$ cat config.mk
export PLATFORM = sky130hd
export DESIGN_NAME = home_dir_ctrl
export DESIGN_NICKNAME = d
export VERILOG_FILES = /design/src/rtl/home_dir_pkg.sv /design/src/rtl/home_dir_ram.sv /design/src/rtl/home_dir_decide.sv /design/src/rtl/home_dir_slot.sv /design/src/rtl/home_dir_invseq.sv /design/src/rtl/home_dir_ctrl.sv
export SDC_FILE = /design/constraint.sdc
export NUM_CORES = 2
export LEC_CHECK = 0
export BUFFER_PORTS_ARGS = -buffer_cell sky130_fd_sc_hd__clkbuf_2
export CAP_MARGIN = 20
export CORE_ASPECT_RATIO = 1.75
export CORE_MARGIN = 5
export CORE_UTILIZATION = 50
export DETAILED_ROUTE_END_ITERATION = 8
export HOLD_SLACK_MARGIN = 0.15
export PLACE_DENSITY_LB_ADDON = 0.12
export SLEW_MARGIN = 20
export SYNTH_ARGS = -nofsm -noshare
export SYNTH_HDL_FRONTEND = slang
export SYNTH_SLANG_ARGS = --single-unit
$ cat constraint.sdc
create_clock -name clk -period 118.2 [get_ports clk]
set_input_delay 5.91 -clock clk [delete_from_list [all_inputs] [get_ports clk]]
set_output_delay 5.91 -clock clk [all_outputs]
set_load 0.01 [all_outputs]
$ cat src/rtl/home_dir_pkg.sv
package home_dir_pkg;

  typedef enum logic [1:0] {
    OP_READ = 2'd0,
    OP_RDX  = 2'd1,
    OP_WB   = 2'd2,
    OP_DONE = 2'd3
  } req_op_e;

  typedef enum logic [2:0] {
    M_DATA    = 3'd0,
    M_GRANT   = 3'd1,
    M_NAK     = 3'd2,
    M_WBACK   = 3'd3,
    M_FWD_RD  = 3'd4,
    M_FWD_RDX = 3'd5,
    M_INV     = 3'd6
  } msg_e;

  localparam int unsigned MSG_W = 3;

endpackage

$ cat src/rtl/home_dir_ram.sv
module home_dir_ram #(
  parameter int unsigned NODES  = 16,
  parameter int unsigned BLOCKS = 64,
  localparam int unsigned BW = $clog2(BLOCKS),
  localparam int unsigned IW = $clog2(NODES)
) (
  input  logic             clk,
  input  logic             rst_n,
  input  logic [BW-1:0]    rd_idx,
  output logic             rd_dirty,
  output logic [NODES-1:0] rd_vec,
  output logic             rd_pend,
  output logic             rd_pkind,
  output logic [IW-1:0]    rd_preq,
  input  logic             wr_en,
  input  logic [BW-1:0]    wr_idx,
  input  logic             wr_dirty,
  input  logic [NODES-1:0] wr_vec,
  input  logic             wr_pend,
  input  logic             wr_pkind,
  input  logic [IW-1:0]    wr_preq
);

  logic             dirty_q [BLOCKS];
  logic [NODES-1:0] vec_q   [BLOCKS];
  logic             pend_q  [BLOCKS];
  logic             pkind_q [BLOCKS];
  logic [IW-1:0]    preq_q  [BLOCKS];

  always_ff @(posedge clk or negedge rst_n) begin
    if (!rst_n) begin
      for (int i = 0; i < BLOCKS; i++) begin
        dirty_q[i] <= 1'b0;
        vec_q[i]   <= '0;
        pend_q[i]  <= 1'b0;
        pkind_q[i] <= 1'b0;
        preq_q[i]  <= '0;
      end
    end else if (wr_en) begin
      dirty_q[wr_idx] <= wr_dirty;
      vec_q[wr_idx]   <= wr_vec;
      pend_q[wr_idx]  <= wr_pend;
      pkind_q[wr_idx] <= wr_pkind;
      preq_q[wr_idx]  <= wr_preq;
    end
  end

  assign rd_dirty = dirty_q[rd_idx];
  assign rd_vec   = vec_q[rd_idx];
  assign rd_pend  = pend_q[rd_idx];
  assign rd_pkind = pkind_q[rd_idx];
  assign rd_preq  = preq_q[rd_idx];

endmodule

$ cat src/rtl/home_dir_decide.sv
module home_dir_decide
  import home_dir_pkg::*;
#(
  parameter int unsigned NODES = 16,
  localparam int unsigned IW = $clog2(NODES)
) (
  input  logic [1:0]       op,
  input  logic [IW-1:0]    src,
  input  logic             e_dirty,
  input  logic [NODES-1:0] e_vec,
  input  logic             e_pend,
  input  logic             e_pkind,
  input  logic [IW-1:0]    e_preq,
  output logic             use_rp,
  output logic [2:0]       rp_type,
  output logic [IW-1:0]    rp_dest,
  output logic             use_rq,
  output logic [2:0]       rq_type,
  output logic [IW-1:0]    rq_dest,
  output logic [NODES-1:0] inv_mask,
  output logic             upd,
  output logic             n_dirty,
  output logic [NODES-1:0] n_vec,
  output logic             n_pend,
  output logic             n_pkind,
  output logic [IW-1:0]    n_preq
);

  localparam logic [NODES-1:0] ONE = {{(NODES-1){1'b0}}, 1'b1};

  logic [IW-1:0]    owner;
  logic [NODES-1:0] src_bit;
  logic [NODES-1:0] preq_bit;
  logic             src_owns;

  always_comb begin
    owner = '0;
    for (int i = NODES - 1; i >= 0; i--) begin
      if (e_vec[i]) owner = IW'(i);
    end
  end

  assign src_bit  = ONE << src;
  assign preq_bit = ONE << e_preq;
  assign src_owns = e_dirty && e_vec[src];

  always_comb begin
    use_rp   = 1'b0;
    rp_type  = M_NAK;
    rp_dest  = src;
    use_rq   = 1'b0;
    rq_type  = M_FWD_RD;
    rq_dest  = owner;
    inv_mask = '0;
    upd      = 1'b0;
    n_dirty  = e_dirty;
    n_vec    = e_vec;
    n_pend   = e_pend;
    n_pkind  = e_pkind;
    n_preq   = e_preq;
    case (req_op_e'(op))
      OP_READ: begin
        if (e_pend) begin
          use_rp = 1'b1;
        end else if (e_dirty) begin
          use_rq  = 1'b1;
          rq_type = M_FWD_RD;
          upd     = 1'b1;
          n_pend  = 1'b1;
          n_pkind = 1'b0;
          n_preq  = src;
        end else begin
          use_rp  = 1'b1;
          rp_type = M_DATA;
          upd     = 1'b1;
          n_vec   = e_vec | src_bit;
        end
      end
      OP_RDX: begin
        if (e_pend) begin
          use_rp = 1'b1;
        end else if (e_dirty) begin
          use_rq  = 1'b1;
          rq_type = M_FWD_RDX;
          upd     = 1'b1;
          n_pend  = 1'b1;
          n_pkind = 1'b1;
          n_preq  = src;
        end else begin
          use_rp   = 1'b1;
          rp_type  = M_GRANT;
          inv_mask = e_vec & ~src_bit;
          upd      = 1'b1;
          n_dirty  = 1'b1;
          n_vec    = src_bit;
        end
      end
      OP_WB: begin
        use_rp = 1'b1;
        if (!e_pend && src_owns) begin
          rp_type = M_WBACK;
          upd     = 1'b1;
          n_dirty = 1'b0;
          n_vec   = '0;
        end
      end
      default: begin
        if (e_pend && e_vec[src]) begin
          upd    = 1'b1;
          n_pend = 1'b0;
          if (e_pkind) begin
            n_dirty = 1'b1;
            n_vec   = preq_bit;
          end else begin
            n_dirty = 1'b0;
            n_vec   = e_vec | preq_bit;
          end
        end
      end
    endcase
  end

endmodule

$ cat src/rtl/home_dir_slot.sv
module home_dir_slot #(
  parameter int unsigned W = 8
) (
  input  logic         clk,
  input  logic         rst_n,
  input  logic         load,
  input  logic [W-1:0] load_data,
  output logic         free,
  output logic         out_valid,
  input  logic         out_ready,
  output logic [W-1:0] out_data
);

  logic         valid_q, valid_d;
  logic [W-1:0] data_q;

  assign free = !valid_q || out_ready;

  always_comb begin
    valid_d = valid_q;
    if (load)           valid_d = 1'b1;
    else if (out_ready) valid_d = 1'b0;
  end

  always_ff @(posedge clk or negedge rst_n) begin
    if (!rst_n) valid_q <= 1'b0;
    else        valid_q <= valid_d;
  end

  always_ff @(posedge clk or negedge rst_n) begin
    if (!rst_n)    data_q <= '0;
    else if (load) data_q <= load_data;
  end

  assign out_valid = valid_q;
  assign out_data  = data_q;

endmodule

$ cat src/rtl/home_dir_invseq.sv
module home_dir_invseq #(
  parameter int unsigned NODES  = 16,
  parameter int unsigned BLOCKS = 64,
  localparam int unsigned BW = $clog2(BLOCKS),
  localparam int unsigned IW = $clog2(NODES)
) (
  input  logic             clk,
  input  logic             rst_n,
  input  logic             start,
  input  logic [NODES-1:0] start_mask,
  input  logic [BW-1:0]    start_blk,
  input  logic [IW-1:0]    start_req,
  input  logic             slot_free,
  output logic             idle,
  output logic             emit,
  output logic [IW-1:0]    emit_dest,
  output logic [BW-1:0]    emit_blk,
  output logic [IW-1:0]    emit_req
);

  logic [NODES-1:0] mask_q, mask_d, low_bit;
  logic [BW-1:0]    blk_q;
  logic [IW-1:0]    req_q;

  assign idle    = (mask_q == '0);
  assign emit    = !idle && slot_free;
  assign low_bit = mask_q & (~mask_q + 1'b1);

  always_comb begin
    emit_dest = '0;
    for (int i = 0; i < NODES; i++) begin
      if (low_bit[i]) emit_dest = IW'(i);
    end
  end

  always_comb begin
    mask_d = mask_q;
    if (start)     mask_d = start_mask;
    else if (emit) mask_d = mask_q & ~low_bit;
  end

  always_ff @(posedge clk or negedge rst_n) begin
    if (!rst_n) mask_q <= '0;
    else        mask_q <= mask_d;
  end

  always_ff @(posedge clk or negedge rst_n) begin
    if (!rst_n) begin
      blk_q <= '0;
      req_q <= '0;
    end else if (start) begin
      blk_q <= start_blk;
      req_q <= start_req;
    end
  end

  assign emit_blk = blk_q;
  assign emit_req = req_q;

endmodule

$ cat src/rtl/home_dir_ctrl.sv
module home_dir_ctrl
  import home_dir_pkg::*;
#(
  parameter int unsigned NODES  = 16,
  parameter int unsigned BLOCKS = 64,
  localparam int unsigned BW = $clog2(BLOCKS),
  localparam int unsigned IW = $clog2(NODES)
) (
  input  logic          clk,
  input  logic          rst_n,
  input  logic          req_valid,
  output logic          req_ready,
  input  logic [1:0]    req_op,
  input  logic [BW-1:0] req_blk,
  input  logic [IW-1:0] req_src,
  output logic          rp_valid,
  input  logic          rp_ready,
  output logic [2:0]    rp_type,
  output logic [IW-1:0] rp_dest,
  output logic [BW-1:0] rp_blk,
  output logic          rq_valid,
  input  logic          rq_ready,
  output logic [2:0]    rq_type,
  output logic [IW-1:0] rq_dest,
  output logic [BW-1:0] rq_blk,
  output logic [IW-1:0] rq_req
);

  localparam int unsigned RPW = MSG_W + IW + BW;
  localparam int unsigned RQW = MSG_W + IW + BW + IW;

  // reset: asserted at once, released on a clock edge
  logic [1:0] rst_sync_q;
  logic       core_rst_n;

  always_ff @(posedge clk or negedge rst_n) begin
    if (!rst_n) rst_sync_q <= 2'b00;
    else        rst_sync_q <= {rst_sync_q[0], 1'b1};
  end
  assign core_rst_n = rst_sync_q[1];

  // directory lookup
  logic             e_dirty, e_pend, e_pkind;
  logic [NODES-1:0] e_vec;
  logic [IW-1:0]    e_preq;

  logic             use_rp, use_rq, upd;
  logic [2:0]       d_rp_type, d_rq_type;
  logic [IW-1:0]    d_rp_dest, d_rq_dest;
  logic [NODES-1:0] inv_mask;
  logic             wr_dirty, wr_pend, wr_pkind;
  logic [NODES-1:0] wr_vec;
  logic [IW-1:0]    wr_preq;
  logic             dir_wr_en;

  logic rp_free, rq_free, seq_idle, seq_emit;
  logic [IW-1:0] seq_dest, seq_req;
  logic [BW-1:0] seq_blk;
  logic inv_any, rp_ok, rq_ok, accept;

  home_dir_ram #(.NODES(NODES), .BLOCKS(BLOCKS)) ram_i (
    .clk      (clk),
    .rst_n    (core_rst_n),
    .rd_idx   (req_blk),
    .rd_dirty (e_dirty),
    .rd_vec   (e_vec),
    .rd_pend  (e_pend),
    .rd_pkind (e_pkind),
    .rd_preq  (e_preq),
    .wr_en    (dir_wr_en),
    .wr_idx   (req_blk),
    .wr_dirty (wr_dirty),
    .wr_vec   (wr_vec),
    .wr_pend  (wr_pend),
    .wr_pkind (wr_pkind),
    .wr_preq  (wr_preq)
  );

  home_dir_decide #(.NODES(NODES)) decide_i (
    .op       (req_op),
    .src      (req_src),
    .e_dirty  (e_dirty),
    .e_vec    (e_vec),
    .e_pend   (e_pend),
    .e_pkind  (e_pkind),
    .e_preq   (e_preq),
    .use_rp   (use_rp),
    .rp_type  (d_rp_type),
    .rp_dest  (d_rp_dest),
    .use_rq   (use_rq),
    .rq_type  (d_rq_type),
    .rq_dest  (d_rq_dest),
    .inv_mask (inv_mask),
    .upd      (upd),
    .n_dirty  (wr_dirty),
    .n_vec    (wr_vec),
    .n_pend   (wr_pend),
    .n_pkind  (wr_pkind),
    .n_preq   (wr_preq)
  );

  // intake: each request waits only on the channel(s) its answer uses
  assign inv_any   = |inv_mask;
  assign rp_ok     = !use_rp || rp_free;
  assign rq_ok     = !(use_rq || inv_any) || (rq_free && seq_idle);
  assign req_ready = core_rst_n && rp_ok && rq_ok;
  assign accept    = req_valid && req_ready;
  assign dir_wr_en = accept && upd;

  logic [RPW-1:0] rp_word;
  home_dir_slot #(.W(RPW)) rp_slot_i (
    .clk       (clk),
    .rst_n     (core_rst_n),
    .load      (accept && use_rp),
    .load_data ({d_rp_type, d_rp_dest, req_blk}),
    .free      (rp_free),
    .out_valid (rp_valid),
    .out_ready (rp_ready),
    .out_data  (rp_word)
  );
  assign {rp_type, rp_dest, rp_blk} = rp_word;

  home_dir_invseq #(.NODES(NODES), .BLOCKS(BLOCKS)) seq_i (
    .clk        (clk),
    .rst_n      (core_rst_n),
    .start      (accept && inv_any),
    .start_mask (inv_mask),
    .start_blk  (req_blk),
    .start_req  (req_src),
    .slot_free  (rq_free),
    .idle       (seq_idle),
    .emit       (seq_emit),
    .emit_dest  (seq_dest),
    .emit_blk   (seq_blk),
    .emit_req   (seq_req)
  );

  logic [RQW-1:0] rq_in, rq_word;
  always_comb begin
    if (seq_emit) rq_in = {M_INV, seq_dest, seq_blk, seq_req};
    else          rq_in = {d_rq_type, d_rq_dest, req_blk, req_src};
  end

  home_dir_slot #(.W(RQW)) rq_slot_i (
    .clk       (clk),
    .rst_n     (core_rst_n),
    .load      ((accept && use_rq) || seq_emit),
    .load_data (rq_in),
    .free      (rq_free),
    .out_valid (rq_valid),
    .out_ready (rq_ready),
    .out_data  (rq_word)
  );
  assign {rq_type, rq_dest, rq_blk, rq_req} = rq_word;

endmodule

==> out/metrics.yaml <==
layout.cells.non_filler: 7219
total_power_mw: 1.191
grt_pass1_vias: 50020
synth_nets: 5292
vdd_drop_max_mv: 0.01262
gp_congestion: 0.9934
cts_setup_buffers: 0
grt_max_degree: 157
clk-insertion-delay-late_ps: 810
grt_pass1_wl_um: 380800
slowest_stage: "buf_4"
arrival_ps: 12110
routed_wl_um: 266500
hold_class: "register to register"
rows: 188
drcViolationCount: 0
grt_use_total_pct: 32.86
cts_max_path_buffers: 3
syn2layout_area_growth_pct: 8.514
port_buffers: 48
vias: 48140
wl_per_cell_um: 36.92
fp.dieW_um: 303.6
critPathTopFamily: "buffers and inverters"
synth_cell_types: 90
required_ps: 112290
rsz0062_at_grt: "false"
finalSetupTns_ps: 0
fin_crit_ps: 18020
synth_warnings: 0
syn_avg_cell_area_um2: 14.30
ctsHoldBuffers: 0
path_class: "input pin to output port"
crit_path_end_kind: "output port"
ctsResizeCount: 0
synth_cells: 5275
place_inst: 6942
drv_cap: 0
ys_ff_latch: 1531
fin_crit_sh_pct: 15.25
crit_chain: "buf_8 -> buf_12 -> buf_4 -> buf_4 -> mux2_2 -> mux4_2 -> o21ai_0 -> o2111ai_1 -> nor2_1 -> o2bb2ai_1 -> nor4_2 -> nand4_1 -> a211oi_1 -> clkbuf_2"
drtIter0Drc: 4799
hold_viol: 0
critPathMaxFanout: 90
power-per-cell-area_nw_per_um2: 14.54
fin_skew_ps: 29.20
slew_headroom_pct: 16.38
dieArea_um2: 159100
post_dp_cell_area_um2: 76740
critPathMaxStageDelay_ps: 650
drive_gt1_share_pct: 44.33
synth_seq_area_share_pct: 50.78
p_leak_nw: 40.10
hpwl_um: 165700
maxSlewViolCount: 0
die_h_um: 523.9
ys.flop_type: "dfrtp_1"
antenna_found_initial: 16
firstDrtPassIters: 6
overflow: 0
stdcell_area_um2: 81870
clk_pin_slew_worst_paths_ps: 60
synth_edf_count: 0
tritoncts: "yes"
ant_nets: 0
fillers: 12370
tightest_slew_ps: 1254
cts-root-buf: "clkbuf_16"
cts_made_buffers: 146
cp-start-kind: "input pin"
cts.htree.levels: 4
final_util_pct: 54.55
cp_common_cell: "buf_4"
via_per_inst: 6.668
status: "finished clean"
coreArea_um2: 150100
worstPathBufferInverterCount: 5
io-pin-count: 50
start_util_pct: 50.27
setup_viol: 0
cts.sinks: 1531
fin_nets: 5115
fmax_mhz: 55.48
async_flop_share_pct: 100.0
synth_area_um2: 75450
[final timing paths]
| path | from | to | slack [ps] | cells past startpoint |
|---|---|---|---|---|
| max in group asynchronous | rst_n | rst_sync_q[1]$_DFF_PN0_ | 113200 | 1 |
| min reg2reg | rst_sync_q[0]$_DFF_PN0_ | rst_sync_q[1]$_DFF_PN0_ | 350 | 0 |
| min | rst_sync_q[0]$_DFF_PN0_ | rst_sync_q[1]$_DFF_PN0_ | 350 | 0 |
| max reg2reg | ram_i.vec_q[224]$_DFFE_PN0P_ | ram_i.vec_q[929]$_DFFE_PN0P_ | 111200 | 13 |
| max | req_blk[2] | req_ready | 100180 | 14 |
| min in group asynchronous | rst_sync_q[1]$_DFF_PN0_ | ram_i.vec_q[834]$_DFFE_PN0P_ | 670 | 1 |
[routing by layer]
layer | vias to the layer above | GRT usage [%] | part of all wire (%)
met2 | 2175 | 52.83 | 47
met5 | - | 0 | 0.014
met4 | 4 | 22.73 | 8.4
met1 | 26000 | 40.40 | 38
met3 | 722 | 6.206 | 6.8
li1 | 19240 | - | -
[kinds of logic after synthesis]
logic type             after synthesis  synth area share (%)
DFF                               1531                 50.78
muxes                             1879                 33.01
and+or+nand+nor                    559                 4.541
AOI/OAI and AO/OA                  720                 7.144
other                                2              0.009954
buffers and inverters              584                 4.521
[registers in the layout, indices dropped and copies added (netlist names)]
| signal | count |
|---|---|
| ram_i.vec_q | 1024 |
| ram_i.dirty_q | 64 |
| seq_i.mask_q | 16 |
| rp_slot_i.out_valid | 1 |
| seq_i.emit_blk | 6 |
| rp_slot_i.out_data | 12 |
| ram_i.pend_q | 64 |
| ram_i.pkind_q | 64 |
| rst_sync_q | 2 |
| rq_slot_i.out_data | 17 |
| ram_i.preq_q | 256 |
| rq_slot_i.out_valid | 1 |
| seq_i.emit_req | 4 |
[per-stage QoR]
stage	hold WS (ps)	worst slack [ps]
floorplan	331.2	72320
global placement	332.8	100240
detailed placement	339.6	100240
CTS	354.3	100230
global route	360.3	100160
finish	349.0	100180
[Yosys cell counts, types with 14 or more instances]
cell type	instances	area share, %
dfrtp_1	1531	51
mux2_2	922	14
mux2_4	640	13
clkbuf_1	267	1.3
nand2_1	179	0.89
mux2i_1	143	1.9
mux4_2	135	4.0
a221oi_1	130	1.5
a22oi_1	120	1.2
buf_2	104	0.69
buf_6	103	1.5
nor2_1	93	0.46
o21ai_0	85	0.56
buf_4	80	0.80
a21oi_1	78	0.52
o22ai_1	50	0.41
a221o_1	44	0.58
or4_1	40	0.40
mux2_1	39	0.58
a22o_1	33	0.38
a31oi_1	31	0.26
nor4_4	30	0.85
nand3_1	29	0.19
nor3_1	26	0.17
nand2b_1	20	0.17
o31ai_1	20	0.20
inv_1	18	0.090
nand3b_1	17	0.17
nor2b_1	17	0.14
o22a_1	17	0.20
and2_1	14	0.12
[worst reg2reg max path, cell delays in order (launching register included)]
cell	delay, ps
dfrtp_1	400
mux4_2	470
a22o_1	250
a221oi_2	880
o2111ai_1	590
nor2_1	470
o2bb2ai_1	140
nor4_2	210
nand4_1	260
a211o_4	670
buf_4	470
nor4_4	1210
buf_4	470
mux2_2	390
[report_power, final]
group / total, mW / switching, mW / internal, mW
sequential: 0.551 / 0.0101 / 0.540
combinational: 0.138 / 0.0968 / 0.0412
clock: 0.502 / 0.217 / 0.285
[area by class of cell]
| cell class | count | area (µm²) | share of cell area, % |
|---|---|---|---|
| well taps | 1995 | 2496 | 3.049 |
| clock buffers | 206 | 4297 | 5.248 |
| flip-flops and latches | 1531 | 38320 | 46.80 |
| clock inverters | 53 | 720.7 | 0.8803 |
| diodes | 15 | 37.54 | 0.04585 |
| inverters | 19 | 76.32 | 0.09322 |
| repair buffers | 240 | 1897 | 2.317 |
| multi-input cells | 3160 | 34030 | 41.57 |
[layout by cell type, fill, tap and decap left out, drive strengths merged, types with 7 or more instances in the layout]
master	netlist	final
mux2	1601	1601
dfrtp	1531	1531
clkbuf	270	252
buf	295	194
nand2	179	179
mux2i	143	143
mux4	135	135
a221oi	131	131
a22oi	120	120
nor2	94	94
o21ai	85	85
a21oi	79	79
o22ai	50	50
a221o	44	44
or4	42	42
nor4	40	40
a22o	33	33
clkinv	1	32
a31oi	31	31
nand3	30	30
nor3	26	26
inv	18	21
nand2b	20	20
o31ai	20	20
nand3b	17	17
o22a	17	17
nor2b	17	17
diode	0	15
bufinv	0	14
and2	14	14
a211oi	13	13
nand4	13	13
o2bb2ai	11	11
o211ai	11	11
o221ai	11	11
and3b	11	11
nor4b	10	10
and3	9	9
a222oi	8	8
or3	7	7
No activity file was read; power rests on OpenSTA's default activity.
